File: src/rtl/irqmux_pkg.sv
package irqmux_pkg;

  localparam int unsigned REG_IX_W = 3;

  typedef enum logic [REG_IX_W-1:0] {
    RIX_PEND    = 3'd0,
    RIX_EN_SET  = 3'd1,
    RIX_EN_CLR  = 3'd2,
    RIX_UNM_SET = 3'd3,
    RIX_UNM_CLR = 3'd4
  } reg_ix_e;

  typedef struct packed {
    logic ack;
    logic en_set;
    logic en_clr;
    logic unm_set;
    logic unm_clr;
  } wr_sel_t;

endpackage

File: src/rtl/irqmux_rst_sync.sv
module irqmux_rst_sync #(
  parameter int unsigned STAGES = 2
) (
  input  logic clk_i,
  input  logic arst_ni,
  output logic rst_no
);

  logic [STAGES-1:0] chain_q;
  logic [STAGES-1:0] chain_d;

  always_comb begin
    chain_d = {chain_q[STAGES-2:0], 1'b1};
  end

  always_ff @(posedge clk_i or negedge arst_ni) begin
    if (!arst_ni) begin
      chain_q <= '0;
    end else begin
      chain_q <= chain_d;
    end
  end

  assign rst_no = chain_q[STAGES-1];

endmodule

File: src/rtl/irqmux_decode.sv
module irqmux_decode
  import irqmux_pkg::*;
#(
  parameter int unsigned ADDR_W = 5
) (
  input  logic                clk_i,
  input  logic                rst_ni,
  input  logic                wr_i,
  input  logic [ADDR_W-1:0]   addr_i,
  output wr_sel_t             wsel_o,
  output logic [ADDR_W-3:0]   rix_o
);

  localparam int unsigned IX_W = ADDR_W - 2;

  logic [IX_W-1:0] ix;
  logic            unused_lo;

  assign ix        = addr_i[ADDR_W-1:2];
  assign unused_lo = ^addr_i[1:0];
  assign rix_o     = ix;

  always_comb begin
    wsel_o         = '0;
    wsel_o.ack     = wr_i && (ix == IX_W'(RIX_PEND));
    wsel_o.en_set  = wr_i && (ix == IX_W'(RIX_EN_SET));
    wsel_o.en_clr  = wr_i && (ix == IX_W'(RIX_EN_CLR));
    wsel_o.unm_set = wr_i && (ix == IX_W'(RIX_UNM_SET));
    wsel_o.unm_clr = wr_i && (ix == IX_W'(RIX_UNM_CLR));
  end


  wsel_onehot_chk: assert property (@(posedge clk_i) disable iff (!rst_ni)
    $onehot0(wsel_o));


  unused_ix_chk: assert property (@(posedge clk_i) disable iff (!rst_ni)
    (ix > IX_W'(RIX_UNM_CLR)) |-> (wsel_o == '0));

endmodule

File: src/rtl/irqmux_cell.sv
module irqmux_cell (
  input  logic clk_i,
  input  logic rst_ni,
  input  logic src_i,
  input  logic wbit_i,
  input  logic ack_we_i,
  input  logic ens_we_i,
  input  logic enc_we_i,
  input  logic unms_we_i,
  input  logic unmc_we_i,
  output logic pend_q_o,
  output logic en_q_o,
  output logic unm_q_o,
  output logic pend_d_o,
  output logic en_d_o,
  output logic unm_d_o
);

  logic pend_q, en_q, unm_q;
  logic pend_d, en_d, unm_d;
  logic pend_ce, en_ce, unm_ce;
  logic latch_hit;

  always_comb begin
    latch_hit = src_i & en_q;
    pend_ce   = latch_hit | (ack_we_i & wbit_i);
    en_ce     = (ens_we_i | enc_we_i) & wbit_i;
    unm_ce    = (unms_we_i | unmc_we_i) & wbit_i;
    pend_d    = pend_q;
    en_d      = en_q;
    unm_d     = unm_q;
    if (pend_ce) pend_d = latch_hit;
    if (en_ce)   en_d   = ens_we_i;
    if (unm_ce)  unm_d  = unms_we_i;
  end

  always_ff @(posedge clk_i or negedge rst_ni) begin
    if (!rst_ni) begin
      pend_q <= 1'b0;
      en_q   <= 1'b0;
      unm_q  <= 1'b0;
    end else begin
      if (pend_ce) pend_q <= pend_d;
      if (en_ce)   en_q   <= en_d;
      if (unm_ce)  unm_q  <= unm_d;
    end
  end

  assign pend_q_o = pend_q;
  assign en_q_o   = en_q;
  assign unm_q_o  = unm_q;
  assign pend_d_o = pend_d;
  assign en_d_o   = en_d;
  assign unm_d_o  = unm_d;


  latch_set_chk: assert property (@(posedge clk_i) disable iff (!rst_ni)
    (src_i && en_q) |=> pend_q);


  disabled_quiet_chk: assert property (@(posedge clk_i) disable iff (!rst_ni)
    (!en_q && !pend_q) |=> !pend_q);


  ack_clear_chk: assert property (@(posedge clk_i) disable iff (!rst_ni)
    (ack_we_i && wbit_i && !(src_i && en_q)) |=> !pend_q);


  ack_zero_chk: assert property (@(posedge clk_i) disable iff (!rst_ni)
    (ack_we_i && !wbit_i && pend_q) |=> pend_q);


  en_set_chk: assert property (@(posedge clk_i) disable iff (!rst_ni)
    (ens_we_i && wbit_i) |=> en_q);


  en_clr_chk: assert property (@(posedge clk_i) disable iff (!rst_ni)
    (enc_we_i && wbit_i) |=> !en_q);


  unm_set_chk: assert property (@(posedge clk_i) disable iff (!rst_ni)
    (unms_we_i && wbit_i) |=> unm_q);


  unm_clr_chk: assert property (@(posedge clk_i) disable iff (!rst_ni)
    (unmc_we_i && wbit_i) |=> !unm_q);


  unm_hold_chk: assert property (@(posedge clk_i) disable iff (!rst_ni)
    !((unms_we_i || unmc_we_i) && wbit_i) |=> $stable(unm_q));

endmodule

File: src/rtl/irqmux_combine.sv
module irqmux_combine #(
  parameter int unsigned NSRC = 16
) (
  input  logic            clk_i,
  input  logic            rst_ni,
  input  logic [NSRC-1:0] pend_d_i,
  input  logic [NSRC-1:0] en_d_i,
  input  logic [NSRC-1:0] unm_d_i,
  input  logic [NSRC-1:0] pend_q_i,
  input  logic [NSRC-1:0] en_q_i,
  input  logic [NSRC-1:0] unm_q_i,
  output logic            irq_o
);

  logic irq_q;
  logic irq_d;

  always_comb begin
    irq_d = |(pend_d_i & en_d_i & unm_d_i);
  end

  always_ff @(posedge clk_i or negedge rst_ni) begin
    if (!rst_ni) begin
      irq_q <= 1'b0;
    end else begin
      irq_q <= irq_d;
    end
  end

  assign irq_o = irq_q;


  irq_track_chk: assert property (@(posedge clk_i) disable iff (!rst_ni)
    irq_q == (|(pend_q_i & en_q_i & unm_q_i)));

endmodule

File: src/rtl/irqmux_cascade.sv
module irqmux_cascade
  import irqmux_pkg::*;
#(
  parameter int unsigned NSRC       = 16,
  parameter int unsigned DATA_W     = 16,
  parameter int unsigned ADDR_W     = 5,
  parameter int unsigned RST_STAGES = 2
) (
  input  logic              clk_i,
  input  logic              arst_ni,
  input  logic [NSRC-1:0]   src_i,
  input  logic              bus_rd_i,
  input  logic              bus_wr_i,
  input  logic [ADDR_W-1:0] bus_addr_i,
  input  logic [DATA_W-1:0] bus_wdata_i,
  output logic [DATA_W-1:0] bus_rdata_o,
  output logic              irq_o
);

  localparam int unsigned IX_W = ADDR_W - 2;

  logic              rst_n;
  wr_sel_t           wsel;
  logic [IX_W-1:0]   rix;
  logic [NSRC-1:0]   pend_q, en_q, unm_q;
  logic [NSRC-1:0]   pend_d, en_d, unm_d;
  logic [DATA_W-1:0] rdata_q, rdata_d, rsel;

  irqmux_rst_sync #(.STAGES(RST_STAGES)) u_rst (
    .clk_i  (clk_i),
    .arst_ni(arst_ni),
    .rst_no (rst_n)
  );

  irqmux_decode #(.ADDR_W(ADDR_W)) u_dec (
    .clk_i (clk_i),
    .rst_ni(rst_n),
    .wr_i  (bus_wr_i),
    .addr_i(bus_addr_i),
    .wsel_o(wsel),
    .rix_o (rix)
  );

  for (genvar g = 0; g < NSRC; g++) begin : g_cell
    irqmux_cell u_cell (
      .clk_i    (clk_i),
      .rst_ni   (rst_n),
      .src_i    (src_i[g]),
      .wbit_i   (bus_wdata_i[g]),
      .ack_we_i (wsel.ack),
      .ens_we_i (wsel.en_set),
      .enc_we_i (wsel.en_clr),
      .unms_we_i(wsel.unm_set),
      .unmc_we_i(wsel.unm_clr),
      .pend_q_o (pend_q[g]),
      .en_q_o   (en_q[g]),
      .unm_q_o  (unm_q[g]),
      .pend_d_o (pend_d[g]),
      .en_d_o   (en_d[g]),
      .unm_d_o  (unm_d[g])
    );
  end

  irqmux_combine #(.NSRC(NSRC)) u_comb (
    .clk_i   (clk_i),
    .rst_ni  (rst_n),
    .pend_d_i(pend_d),
    .en_d_i  (en_d),
    .unm_d_i (unm_d),
    .pend_q_i(pend_q),
    .en_q_i  (en_q),
    .unm_q_i (unm_q),
    .irq_o   (irq_o)
  );

  always_comb begin
    rsel = '0;
    case (rix)
      IX_W'(RIX_PEND):                        rsel[NSRC-1:0] = pend_q;
      IX_W'(RIX_EN_SET), IX_W'(RIX_EN_CLR):   rsel[NSRC-1:0] = en_q;
      IX_W'(RIX_UNM_SET), IX_W'(RIX_UNM_CLR): rsel[NSRC-1:0] = unm_q;
      default:                                rsel = '0;
    endcase
    rdata_d = rdata_q;
    if (bus_rd_i) rdata_d = rsel;
  end

  always_ff @(posedge clk_i or negedge rst_n) begin
    if (!rst_n) begin
      rdata_q <= '0;
    end else begin
      if (bus_rd_i) rdata_q <= rdata_d;
    end
  end

  assign bus_rdata_o = rdata_q;


  rdata_hold_chk: assert property (@(posedge clk_i) disable iff (!rst_n)
    !bus_rd_i |=> $stable(bus_rdata_o));


  rdata_pend_chk: assert property (@(posedge clk_i) disable iff (!rst_n)
    (bus_rd_i && rix == IX_W'(RIX_PEND)) |=> (bus_rdata_o[NSRC-1:0] == $past(pend_q)));


  unused_wr_chk: assert property (@(posedge clk_i) disable iff (!rst_n)
    (bus_wr_i && rix > IX_W'(RIX_UNM_CLR) && src_i == '0) |=>
      ($stable(en_q) && $stable(unm_q) && $stable(pend_q)));

endmodule

File: config.mk
export PLATFORM = sky130hd
export DESIGN_NAME = irqmux_cascade
export DESIGN_NICKNAME = d
export VERILOG_FILES = /design/src/rtl/irqmux_pkg.sv /design/src/rtl/irqmux_rst_sync.sv /design/src/rtl/irqmux_decode.sv /design/src/rtl/irqmux_cell.sv /design/src/rtl/irqmux_combine.sv /design/src/rtl/irqmux_cascade.sv
export SDC_FILE = /design/constraint.sdc
export NUM_CORES = 1
export LEC_CHECK = 0
export ABC_AREA = 1
export ABC_CLOCK_PERIOD_IN_PS = 2200
export BUFFER_PORTS_ARGS = -buffer_cell sky130_fd_sc_hd__buf_2
export CORE_MARGIN = 1.5
export CORE_UTILIZATION = 25
export CTS_CLUSTER_DIAMETER = 40
export DETAILED_ROUTE_END_ITERATION = 10
export PLACE_DENSITY_LB_ADDON = 0.1
export SLEW_MARGIN = 20
export SYNTH_ARGS = -nofsm -noshare
export SYNTH_HDL_FRONTEND = slang
export SYNTH_HIERARCHICAL = 1
export SYNTH_SLANG_ARGS = --single-unit
export TNS_END_PERCENT = 30
File: constraint.sdc
create_clock -name clk_i -period 2.2 [get_ports clk_i]
set_input_delay 0.11 -clock clk_i [delete_from_list [all_inputs] [get_ports clk_i]]
set_output_delay 0.11 -clock clk_i [all_outputs]
set_load 0.05 [all_outputs]
==> Yosys cells after proc, flatten, opt, wreduce, memory -nomap -nowiden <==
Index checks and enable logic that the tools add are counted.
{ "totals": {"in_bits": 41, "elab_cells": 197, "out_inout_bits": 17, "reg_bits": 67} }
{ "op_classes": {"reduce_logical": 9, "muxes": 49, "eq_ne": 4, "bitwise": 84} }
{ "op_table": {"columns": ["operator", "count"], "rows": [
  ["$and 1x1->1", 64],
  ["$mux 1", 48],
  ["$pmux 16 s3", 1],
  ["$and 16x16->16", 2],
  ["$or 1x1->1", 18],
  ["$reduce_or 16->1", 1],
  ["$eq 3x2->1 const B", 2],
  ["$logic_and 1x1->1", 5],
  ["$reduce_or 2->1", 2],
  ["$eq 3x1->1 const B", 1],
  ["$eq 3x3->1 const B", 1],
  ["$logic_not 3->1", 1]
]} }

==> Longest topological paths before layout <==
{ "depth": {"ltp_word": 8, "ltp_mapped": 12, "depth_no_buf": 12} }

==> Cells and area by module <==
The synthesis kept the hierarchy.
{ "by_module_without_submodules": {"columns": ["module", "cells_each", "instances", "seq_area_each_um2", "area_each_um2"], "rows": [
  ["irqmux_cell", 18, 16, 75.1, 131.4],
  ["irqmux_cascade", 146, 1, 400.4, 1007.2],
  ["irqmux_combine", 36, 1, 25.0, 178.9],
  ["irqmux_decode", 17, 1, 0.0, 77.6],
  ["irqmux_rst_sync", 3, 1, 50.0, 53.8]
]} }

==> Worst setup path after synthesis <==
OpenSTA, ideal clock, no wires.
{ "synth_path": {"path_type": "input to register", "start": "input bus_addr_i[4]", "end": "register u_comb.irq_q, in the netlist u_comb/irq_o", "t_required_ps": 2081, "stages": 12, "path_buffers": 0, "t_arrival_ps": 1314, "slack_ps": 767, "setup_ps": 119, "path_cell_list": "inv_1 > nand2_2 > nor2_1 > nand2_1 > nand2_1 > nand2_1 > nand3_1 > nand2_1 > inv_1 > nand2_1 > nor2_1 > nand2_1"} }
{ "synth_rtl": {"columns": ["item", "line_no", "source"], "rows": [
  ["start: declaration", "irqmux_cascade.sv:14", "input logic [ADDR_W-1:0] bus_addr_i,"],
  ["end signal: assignment", "irqmux_combine.sv:26", "irq_q <= irq_d;"],
  ["end: declaration", "irqmux_combine.sv:15", "logic irq_q;"]
]} }

==> results.txt <==
Status = completed
WP buf/inv = 4
Placed Cells = 719
Syn. warnings = 6
Die Footprint = 14400 um^2
Die width = 120 um
Clk sinks = 67
First-pass GRT wire length = 17100 um
Row count = 42
Non-filler cells, final = 745
Leak = 2.28 nW
Vias in the first global route = 3270
Aggregate global-route resource usage = 0.160
Most frequent CP cell = nand2_1
Cell taking the most area after synthesis = dfrtp_1
Drt drc = 0
Max_cap viols = 0
Initial Utilization = 0.257
Vias per cell = 4.41
Port Buffer Count = 55
Global route overflow = 0
Post-DP HPWL = 7030 um
Total negative slack = 0 ps
Post-CTS setup buffers = 0
Area Overhead vs Synth = 26.5%
Setup crit end kind = flip-flop
Fraction of layout cells with a size suffix above 1 = 0.160
H-tree depth = 3
Worst Hold Class = primary input to flip-flop
Seq/Total Area, Yosys = 0.490
Max FO, Critical Path = 16
Pwr dens = 931 nW/um^2
Remaining antenna violation count = 0
Final hold viol count = 0
Cells after synthesis = 490
Critical path arrival = 1470 ps
Final min period = 1250 ps
Initial antenna violation count = 1
Max Clock Freq = 798 MHz
RSZ-0062 raised after global routing = false
Top cell family by delay on the critical path = simple AND/OR/NAND/NOR gates
Via count = 3288
Avg Inst Size Synth = 6.98 um^2
Worst clock skew = 4.96 ps
Final Wtd Congestion = 0.765
Period utilisation layout = 0.569
Least-Margin Pin Slew = 657 ps
Clk slew on worst S/H paths = 60 ps
CTS root buf = clkbuf_16
CTS max path bufs = 2
Max_slew headroom = 0.561
Largest net degree at the start of global routing = 25
Wire per inst = 14.3 um
Synthesized net count = 531
DRT iter0 DRCs = 170
Clk Latency, worst-skew pair = 340 ps
Synth Register Bits = 67
Yosys top cell area share = 0.490
Die H = 120 um
Final slew viol count = 0
VDD IR max = 0.298 mV
Synthesized cell area = 3420 um^2
Yosys cell types = 15
Slowest cell on the critical path = buf_4
Slowest stage delay, CP = 270 ps
CP Cell Sequence = buf_2, inv_1, nand2_2, nor2_1, buf_4, nand2_1, nand2_1, nand2_1, nand3_1, nand2_1, inv_1, nand2_1, nor2_1, nand2_1
Worst EP required = 2410 ps
First-pass iteration count of the detailed router = 5
Critical Path Start Type = primary input
Area contributors post-synth = dfrtp_1 49%, nand2_1 35%, nand3_1 7.0%, nand4_1 3.1%, inv_1 0.99%
Setup Crit Path Kind = primary input to flip-flop
# IOs = 58
Core area = 13300 um^2
CTS tree = built
CTS Buf Count = 9
Final WL = 10700 um
Final setup viols = 0
Fin nets = 604
Fillers = 1432
worst paths after layout:
check | startpoint | to | slack (ps) | cells after the start
worst max-delay path | bus_addr_i[4] | u_comb/irq_o | 950 | 14
worst min-delay path | src_i[2] | g_cell[2].u_cell/pend_q_o | 8 | 3
worst max register to register | g_cell[3].u_cell/en_q_o | u_comb/irq_o | 1050 | 8
worst min register to register | u_rst/chain_q[1] | g_cell[1].u_cell/en_q_o | 240 | 0
max in group asynchronous | u_rst/chain_q[1] | g_cell[1].u_cell/unm_q_o | 1240 | 1
min in group asynchronous | arst_ni | u_rst/chain_q[0] | 90 | 2
per-stage QoR:
stage | hold WS [ps] | total power [mW] | utilization | worst slack (ps) | cell area, um^2
floorplan | -186 | 2.30 | - | 196 | 3420
global placement | -104 | 2.59 | 0.296 | 600 | 3940
detailed placement | -101 | 2.61 | 0.296 | 573 | 3940
CTS | 0.753 | 4.10 | 0.325 | 934 | 4320
global route | 11.7 | 4.28 | 0.325 | 771 | 4320
finish | 8.20 | 4.03 | 0.325 | 947 | 4320
cell families after synthesis:
| group | after synthesis | share of synthesized area |
|---|---|---|
| buffers and inverters | 25 | 0.0340 |
| flip-flops | 67 | 0.490 |
| other | 1 | 0.00110 |
| AND/OR/NAND/NOR | 397 | 0.475 |
report_power, final:
part	internal [mW]	leakage (nW)	switching, mW
clock	0.902	0.145	0.544
combinational	0.300	1.37	0.674
sequential	1.46	0.769	0.146
total	2.66	2.28	1.36
synthesized netlist by cell type:
cell type	instances
buf_1	1
dfrtp_1	67
nand4_1	17
nand2_4	2
nand2_2	3
nor2_1	7
buf_2	6
nand3_1	48
inv_2	4
nor2_4	1
conb_1	1
inv_1	9
nand2_1	319
buf_4	4
clkbuf_1	1
cells in the final DEF, fill, tap and decap left out:
| cell type | n |
|---|---|
| clkbuf_1 | 1 |
| diode_2 | 1 |
| bufinv_16 | 1 |
| nand2_4 | 2 |
| clkinv_2 | 3 |
| nand2_2 | 3 |
| clkinvlp_4 | 1 |
| dfrtp_2 | 1 |
| inv_1 | 9 |
| buf_12 | 1 |
| nand3_1 | 48 |
| dlygate4sd3_1 | 9 |
| inv_2 | 4 |
| conb_1 | 1 |
| clkbuf_8 | 1 |
| nand2_1 | 319 |
| dfrtp_1 | 66 |
| nor2_4 | 1 |
| buf_2 | 55 |
| buf_4 | 9 |
| clkbuf_16 | 9 |
| nand4_1 | 17 |
| nor2_1 | 7 |
tightest hold or removal path, stage by stage:
cell and delay (ps):
buf_2 80, nand2_1 60, nand2_1 60
state kept, by name (all words and copies together), names as in the netlist:
register and cells:
u_comb/irq_o 1, u_rst/chain_q 2, g_cell.u_cell/pend_q_o 16, g_cell.u_cell/unm_q_o 16, bus_rdata_o 16, g_cell.u_cell/en_q_o 16
area by class of cell:
cell class,count,area [um^2],area share
inverter,13,48.8,0.0113
clock inverter,5,52.6,0.0122
antenna,1,2.50,0.000579
sequential,67,1680,0.388
multi-input combinational,398,1630,0.376
clock buffer,11,243,0.0561
tap,176,220,0.0509
timing repair buffer,74,453,0.105
what timing repair did:
item                      CTS  global route
hold buffers                9             0
gates resized for setup     0             0
hold endpoints to repair   10             0
routing by layer:
metal,up-vias,GRT usage,part of all wire
met5,-,0,0
met4,0,0.0699,0.018
met3,12,0.0280,0.047
met2,80,0.266,0.48
met1,1504,0.202,0.46
li1,1692,-,-
Note: power is estimated with default switching activity, not from simulation.
